### src/rtl/i2c_unstick_pkg.sv
package i2c_unstick_pkg;

    typedef enum logic [2:0] {
        ST_IDLE       = 3'd0,
        ST_WAIT       = 3'd1,
        ST_LEAD_LOW   = 3'd2,
        ST_PULSE_HIGH = 3'd3,
        ST_PULSE_LOW  = 3'd4,
        ST_TAIL_HIGH  = 3'd5,
        ST_FINISH     = 3'd6
    } unstick_state_e;

    function automatic logic is_timed(unstick_state_e s);
        return (s == ST_LEAD_LOW) || (s == ST_PULSE_HIGH) ||
               (s == ST_PULSE_LOW) || (s == ST_TAIL_HIGH);
    endfunction

endpackage

### src/rtl/unstick_period_timer.sv
module unstick_period_timer #(
    parameter int unsigned LIMIT = 100000
) (
    input  logic clk,
    input  logic rst_n,
    input  logic run,
    output logic tick
);
    localparam int unsigned CW = (LIMIT < 2) ? 1 : $clog2(LIMIT);
    localparam logic [CW-1:0] LAST = CW'(LIMIT - 1);

    logic [CW-1:0] cnt_q;

    assign tick = run && (cnt_q == LAST);

    always_ff @(posedge clk or negedge rst_n) begin
        if (!rst_n) begin
            cnt_q <= '0;
        end else if (!run || tick) begin
            cnt_q <= '0;
        end else begin
            cnt_q <= cnt_q + CW'(1);
        end
    end
endmodule

### src/rtl/unstick_pulse_counter.sv
module unstick_pulse_counter #(
    parameter int unsigned MAX_PULSES = 10
) (
    input  logic clk,
    input  logic rst_n,
    input  logic clear,
    input  logic incr,
    output logic at_max
);
    localparam int unsigned PW = $clog2(MAX_PULSES + 1);
    localparam logic [PW-1:0] TOP = PW'(MAX_PULSES);

    logic [PW-1:0] n_q;

    assign at_max = (n_q == TOP);

    always_ff @(posedge clk or negedge rst_n) begin
        if (!rst_n) begin
            n_q <= '0;
        end else if (clear) begin
            n_q <= '0;
        end else if (incr && !at_max) begin
            n_q <= n_q + PW'(1);
        end
    end
endmodule

### src/rtl/unstick_fsm.sv
module unstick_fsm
    import i2c_unstick_pkg::*;
(
    input  logic clk,
    input  logic rst_n,
    input  logic start,
    input  logic bus_busy,
    input  logic sda_in,
    input  logic hold_tick,
    input  logic wait_tick,
    input  logic at_max,
    output logic hold_run,
    output logic wait_run,
    output logic cnt_clear,
    output logic cnt_incr,
    output logic scl_drive,
    output logic pin_gpio_sel,
    output logic done,
    output logic fail
);
    unstick_state_e state_q, state_d;
    logic fail_q;
    logic low_end;
    logic stop_now;

    assign low_end  = hold_tick && ((state_q == ST_LEAD_LOW) || (state_q == ST_PULSE_LOW));
    assign stop_now = sda_in || at_max;

    always_comb begin
        state_d = state_q;
        unique case (state_q)
            ST_IDLE:       if (start) state_d = ST_WAIT;
            ST_WAIT:       if (!bus_busy || wait_tick)
                               state_d = (bus_busy || !sda_in) ? ST_LEAD_LOW : ST_FINISH;
            ST_LEAD_LOW,
            ST_PULSE_LOW:  if (hold_tick)
                               state_d = stop_now ? ST_TAIL_HIGH : ST_PULSE_HIGH;
            ST_PULSE_HIGH: if (hold_tick) state_d = ST_PULSE_LOW;
            ST_TAIL_HIGH:  if (hold_tick) state_d = ST_FINISH;
            ST_FINISH:     state_d = ST_IDLE;
            default:       state_d = ST_IDLE;
        endcase
    end

    always_ff @(posedge clk or negedge rst_n) begin
        if (!rst_n) begin
            state_q <= ST_IDLE;
            fail_q  <= 1'b0;
        end else begin
            state_q <= state_d;
            if (state_q == ST_IDLE && start) begin
                fail_q <= 1'b0;
            end else if (low_end && at_max && !sda_in) begin
                fail_q <= 1'b1;
            end
        end
    end

    always_comb begin
        hold_run     = is_timed(state_q);
        wait_run     = (state_q == ST_WAIT);
        cnt_clear    = (state_q == ST_IDLE);
        cnt_incr     = (state_q == ST_PULSE_HIGH) && hold_tick;
        pin_gpio_sel = is_timed(state_q);
        scl_drive    = !((state_q == ST_LEAD_LOW) || (state_q == ST_PULSE_LOW));
        done         = (state_q == ST_FINISH);
        fail         = fail_q;
    end
endmodule

### src/rtl/i2c_unstick_seq.sv
module i2c_unstick_seq #(
    parameter int unsigned HOLD_CYCLES = 100000,
    parameter int unsigned WAIT_CYCLES = 100000000,
    parameter int unsigned MAX_PULSES  = 10
) (
    input  logic clk,
    input  logic rst_n,
    input  logic start,
    input  logic bus_busy,
    input  logic sda_in,
    output logic scl_drive,
    output logic pin_gpio_sel,
    output logic done,
    output logic fail
);
    logic hold_run, hold_tick;
    logic wait_run, wait_tick;
    logic cnt_clear, cnt_incr, at_max;

    unstick_period_timer #(.LIMIT(HOLD_CYCLES)) u_hold_timer (
        .clk(clk), .rst_n(rst_n), .run(hold_run), .tick(hold_tick)
    );

    unstick_period_timer #(.LIMIT(WAIT_CYCLES)) u_wait_timer (
        .clk(clk), .rst_n(rst_n), .run(wait_run), .tick(wait_tick)
    );

    unstick_pulse_counter #(.MAX_PULSES(MAX_PULSES)) u_pulses (
        .clk(clk), .rst_n(rst_n), .clear(cnt_clear), .incr(cnt_incr), .at_max(at_max)
    );

    unstick_fsm u_fsm (
        .clk(clk), .rst_n(rst_n), .start(start), .bus_busy(bus_busy), .sda_in(sda_in),
        .hold_tick(hold_tick), .wait_tick(wait_tick), .at_max(at_max),
        .hold_run(hold_run), .wait_run(wait_run), .cnt_clear(cnt_clear), .cnt_incr(cnt_incr),
        .scl_drive(scl_drive), .pin_gpio_sel(pin_gpio_sel), .done(done), .fail(fail)
    );
endmodule

### config.mk
export PLATFORM = sky130hd
export DESIGN_NAME = i2c_unstick_seq
export DESIGN_NICKNAME = d
export VERILOG_FILES = /design/src/rtl/i2c_unstick_pkg.sv /design/src/rtl/unstick_period_timer.sv /design/src/rtl/unstick_pulse_counter.sv /design/src/rtl/unstick_fsm.sv /design/src/rtl/i2c_unstick_seq.sv
export SDC_FILE = /design/constraint.sdc
export NUM_CORES = 1
export LEC_CHECK = 0
export BUFFER_PORTS_ARGS = -buffer_cell sky130_fd_sc_hd__buf_2
export CELL_PAD_IN_SITES_DETAIL_PLACEMENT = 1
export CELL_PAD_IN_SITES_GLOBAL_PLACEMENT = 2
export CORE_MARGIN = 2
export CORE_UTILIZATION = 25
export DETAILED_ROUTE_END_ITERATION = 16
export HOLD_SLACK_MARGIN = 0.08
export PLACE_DENSITY_LB_ADDON = 0.15
export SYNTH_ARGS = -nofsm -noshare
export SYNTH_HDL_FRONTEND = slang
export SYNTH_SLANG_ARGS = --single-unit
### constraint.sdc
create_clock -name clk -period 5.9 [get_ports clk]
set_input_delay 0 -clock clk [delete_from_list [all_inputs] [get_ports clk]]
set_output_delay 0 -clock clk [all_outputs]
set_load 0.005 [all_outputs]
* Word level (Yosys, flattened, before mapping)
Cells that the tools add are included.
Cells by class: $add $sub $neg 3, eq/ne operators 14, mux-type cells 14, reduce and logical (&&, ||, !) cells 28
Operator list (count):
- 27-bit by 1-bit adder with 27-bit output (second input constant) | 1
- 27-bit == test (second input constant) | 1
- 27-bit two-way mux | 1
- 3-bit two-way mux | 7
- 17-bit by 1-bit adder with 17-bit output (second input constant) | 1
- 17-bit == test (second input constant) | 1
- 17-bit two-way mux | 1
- 3-bit one-hot mux with 5 select lines | 1
- 3-bit == test (second input constant) | 3
- 1-bit logical OR | 9
- 1-bit logical AND | 8
- 4-bit two-way mux | 2
- 2-bit by 1-bit inequality test with 1-bit output (second input constant) | 4
- 3-bit by 2-bit == test with 1-bit output (second input constant) | 2
- 1-bit logical NOT | 6
- 5-bit AND reduction | 1
- 4-bit by 1-bit adder with 4-bit output (second input constant) | 1
- 4-bit == test (second input constant) | 1
- 2-bit nonzero test | 2
- 3-bit by 1-bit == test with 1-bit output (second input constant) | 1
- 3-bit logical NOT | 1
- 1-bit two-way mux | 2
- 2-bit inequality test (second input constant) | 1
- 2-bit OR reduction | 1
Storage, ports and cells: register bits after elaboration 52, word-level logic and storage cells 64

* Logic depth before layout (Yosys ltp)
depth in word-level cells 10, gate-level depth with buffers 7, mapped depth without buffers 7

* By module
A second synthesis with hierarchy kept.
Second synthesis, totals: cells, all modules 323, area total of the unflattened synthesis 3037.9 um^2
By module, submodules not included:
- unstick_period_timer at u_wait_timer | times used 1, cells an instance 169, area an instance 1546.5 um^2
- unstick_period_timer at u_hold_timer | times used 1, cells an instance 86, area an instance 863.3 um^2
- unstick_fsm | times used 1, cells an instance 45, area an instance 396.6 um^2
- unstick_pulse_counter | times used 1, cells an instance 23, area an instance 231.5 um^2

* Worst setup path after synthesis
Ideal clock, no wire load.
path type reg-to-reg, from register u_hold_timer.cnt_q[0], to register u_fsm.state_q[1], library setup time 0.087 ns, data arrival time 1.752 ns, setup slack 4.061 ns, stages on the path, launching flop included 7, period minus slack after synthesis 1.839 ns, cell sequence dfrtp_1 ha_1 and4_1 and4_4 nand4_4 or4b_1 o211ai_1
On the way: longest elaborated chain between the ends 4, elaborated cells between the ends (all ways) 6
RTL lines:
- start, declared | line unstick_period_timer.sv:12 | logic [CW-1:0] cnt_q;
- start signal, assigned | line unstick_period_timer.sv:22 | cnt_q <= cnt_q + CW'(1);
- 17-bit == test (*) | line unstick_period_timer.sv:14 | assign tick = run && (cnt_q == LAST);
- 1-bit logical AND (*) | line unstick_period_timer.sv:14
- 2-bit by 1-bit inequality test with 1-bit output (no source line)
- 5-bit AND reduction (no source line) (*)
- end signal, assigned | line unstick_fsm.sv:50 | state_q <= state_d;
- end, declared | line unstick_fsm.sv:21 | unstick_state_e state_q, state_d;
Mark *: on every way between the ends. The rest lies on a longest branch, timed or not. A chain may end at the register's enable or synchronous reset.

* Worst setup path after layout
from register u_wait_timer.cnt_q[12], to register u_fsm.state_q[0]
On the way: longest elaborated chain between the ends 5
RTL lines:
- start, declared | line unstick_period_timer.sv:12
- start signal, assigned | line unstick_period_timer.sv:22
- 27-bit == test | line unstick_period_timer.sv:14
- 1-bit logical AND | line unstick_period_timer.sv:14
- 1-bit logical OR | line unstick_fsm.sv:33 | ST_WAIT: if (!bus_busy || wait_tick)
- 2-bit by 1-bit inequality test with 1-bit output (no source line)
- 5-bit AND reduction (no source line)
No other way between the ends.

==> summary.txt <==
Critical-path cell list - nor4b_1, nand3_1, nor4_1, a21o_1, o221ai_1, dlygate4sd3_1
Die Wd - 108 microns
H-Tree Depth - 2
Worst Tran Pin Value - 0.830 ns
Drt wl/cell - 14.2 microns
Leak - 1.26 nW
DP Wirelength - 4.19 mm
Crit path max-delay cell type - a21o_1
ANT nets after route - 0
Post-DP Area - 2890 sq um
Initial drt markers - 53
Mean Syn Cell Area - 9.80 sq um
Post-synth top area cell - dfrtp_1
Slowest cell delay on critical path - 0.75 ns
Max-cap violations - 0
Synth Register Bits - 52
Top post-synthesis cells by area - dfrtp_1, xor2_1, nor2_1, xnor2_1, nand3_1
Synth-to-Final Area Change - 12.7%
Internal power - 0.000575 W
Die Height - 108 microns
Hold WC Path Type - primary input to flip-flop
Vias - 1954
Drt pass-1 iters - 2
P per Cell Area - 280 nW/um^2
Pre-CTS setup slack - 3.40 ns
Resize count post-CTS - 0
Final Max Tran Viols - 0
Combinational share of power - 21.2%
Grt ovf - 0
Vias per std cell - 4.59
Final setup violation count - 0
Longest Clk Path Bufs - 2
Syn Std Cell Area - 2700 sq um
RSZ-0062 raised after global routing - no
Crit. End Element - flip-flop
Commonest non-fill, non-tap cell in the layout - nor2_1
Clk_skew - 0.0154 ns
Row cnt - 37
Sequential Power Share - 47.9%
Die area - 11700 sq um
CTS tree - built
Status - complete, no violations
Post-route DRC - 0
Gr usage total - 11.7%
Psw - 0.000278 W
Worst path arrival time - 3.24 ns
# hold bufs at CTS - 4
Min Tclk post-route - 3.04 ns
Post-synthesis sequential area ratio - 48.1%
Initial Util - 26.0%
Fin. Hold Viols - 0
Setup total negative slack - 0 ns
Port Buffers - 8
Commonest cells after routing, fill and taps aside - nor2_1, dfrtp_1, xor2_1
Worst Setup Start Kind - flip-flop
Root buf cell - clkbuf_8
Post-synth cell types - 46
Clock share of power - 30.9%
Area share of the leading cell type in the synthesized netlist - 48.1%
Syn Inst Count - 276
CTS Buf Count - 5
Critical Path RT - 6.10 ns
Final WS setup - 2.86 ns
Setup CP Type - flip-flop to flip-flop
Net count after synthesis - 285
I/O pins - 9
Worst-path clk slew - 0.11 ns
CTS sink count - 52
Postcts setup bufs - 0
Ant diodes - 0
Highest clock rate - 329 MHz
Sw frac - 32.6%
Worst-Skew Late Latency - 0.31 ns
Routed WL - 6.05 mm
Rel. slew slack - 44.7%
Layout cells sized above 1 - 10.0%
Via count of the first global-routing pass - 2137
Pin count of the biggest net entering global routing - 53
IR drop worst, VDD - 0.128 mV
CP Max Fanout - 24
Fillers - 1199
Antenna violations before repair - 0
Crit share post-route - 51.5%
Synth Warn # - 0
Post-route cell area - 3050 sq um
First-pass GRT wire length - 10.7 mm
Core area - 10400 sq um
Nets - 298
GPL Wtd Cong - 0.678
worst max-delay path, delay by kind of cell, from the launching register on:
kind / cells / cell delay, ns
buf+inv: 1 / 0.58
compound gates: 2 / 0.94
flops: 1 / 0.43
simple gates: 3 / 0.97
registers in the layout (all words and copies together), names as in the netlist:
register	count
u_wait_timer.cnt_q	27
u_hold_timer.cnt_q	17
u_pulses.n_q	4
u_fsm.state_q	3
u_fsm.fail	1
cell usage after synthesis, drive strengths merged:
| cell type | n |
|---|---|
| nor4 | 6 |
| nor4b | 2 |
| xor2 | 31 |
| o211ai | 1 |
| a221oi | 1 |
| o22ai | 1 |
| a21boi | 1 |
| nand4 | 13 |
| nand3 | 20 |
| nor2 | 55 |
| or4b | 3 |
| nand4b | 2 |
| nor3 | 6 |
| clkbuf | 4 |
| dfrtp | 52 |
| a21o | 1 |
| or3 | 2 |
| o21ai | 2 |
| buf | 3 |
| or2 | 2 |
| xnor2 | 12 |
| nand2 | 21 |
| nand3b | 1 |
| o221ai | 1 |
| mux2 | 1 |
| and2 | 3 |
| and4 | 4 |
| o21a | 1 |
| a21oi | 5 |
| and3b | 1 |
| ha | 4 |
| and3 | 5 |
| nand2b | 1 |
| inv | 7 |
| nor2b | 1 |
power by group through the flow:
stage / combinational [W] / clock (W) / sequential, W
after floorplan: 0.000142 / 0 / 0.000394
final: 0.000181 / 0.000264 / 0.000409
after global routing: 0.000212 / 0.000289 / 0.000415
after CTS: 0.000189 / 0.000278 / 0.000409
after global placement: 0.000183 / 0 / 0.000417
after detailed placement: 0.000180 / 0 / 0.000415
per-layer routing:
| layer | vias up | wire [microns] | global-route usage, % |
|---|---|---|---|
| met1 | 962 | 2980 | 15.6 |
| li1 | 969 | - | - |
| met5 | - | 0 | 0 |
| met2 | 14 | 2840 | 19.0 |
| met3 | 9 | 146 | 2.53 |
| met4 | 0 | 89 | 3.85 |
kinds of logic after synthesis:
family / share of synthesized area [%]
flops: 48.1
mux: 0.416
buf+inv: 2.27
compound gates: 3.43
simple gates: 30.0
fa+ha+maj: 1.85
xor+xnor: 13.9
metrics by stage:
| step | total power, W | hold slack (ns) | utilization [%] | instances |
|---|---|---|---|---|
| 2_1_floorplan | 0.000536 | -0.296 | - | 276 |
| 3_3_place_gp | 0.000600 | 0.195 | 27.7 | 414 |
| 3_5_place_dp | 0.000595 | 0.193 | 27.7 | 414 |
| 4_1_cts | 0.000876 | 0.177 | 29.3 | 426 |
| 5_1_grt | 0.000916 | 0.201 | 29.3 | 426 |
| 6_report | 0.000853 | 0.172 | 29.3 | 426 |
final cells by class:
cell class                 instances  area [sq um]  area share (%)
timing repair buffer              13          87.6            2.87
multi-input combinational        210          1340            44.0
tap                              136           170            5.58
clock inverter                     2          38.8            1.27
inverter                           7          26.3           0.862
sequential                        52          1300            42.7
clock buffer                       6          82.6            2.71
worst paths after layout:
path / from / endpoint / slack [ns] / depth (start not counted)
setup / recovery: u_wait_timer.cnt_q[12] / u_fsm.state_q[0] / 2.86 / 6
hold / removal: bus_busy / u_fsm.state_q[1] / 0.17 / 4
setup reg to reg: u_wait_timer.cnt_q[12] / u_fsm.state_q[0] / 2.86 / 6
hold reg to reg: u_hold_timer.cnt_q[0] / u_hold_timer.cnt_q[0] / 0.50 / 1
max in group asynchronous: rst_n / u_fsm.state_q[2] / 5.10 / 3
min in group asynchronous: rst_n / u_wait_timer.cnt_q[24] / 0.33 / 3
No activity file was read; power rests on OpenSTA's default activity.
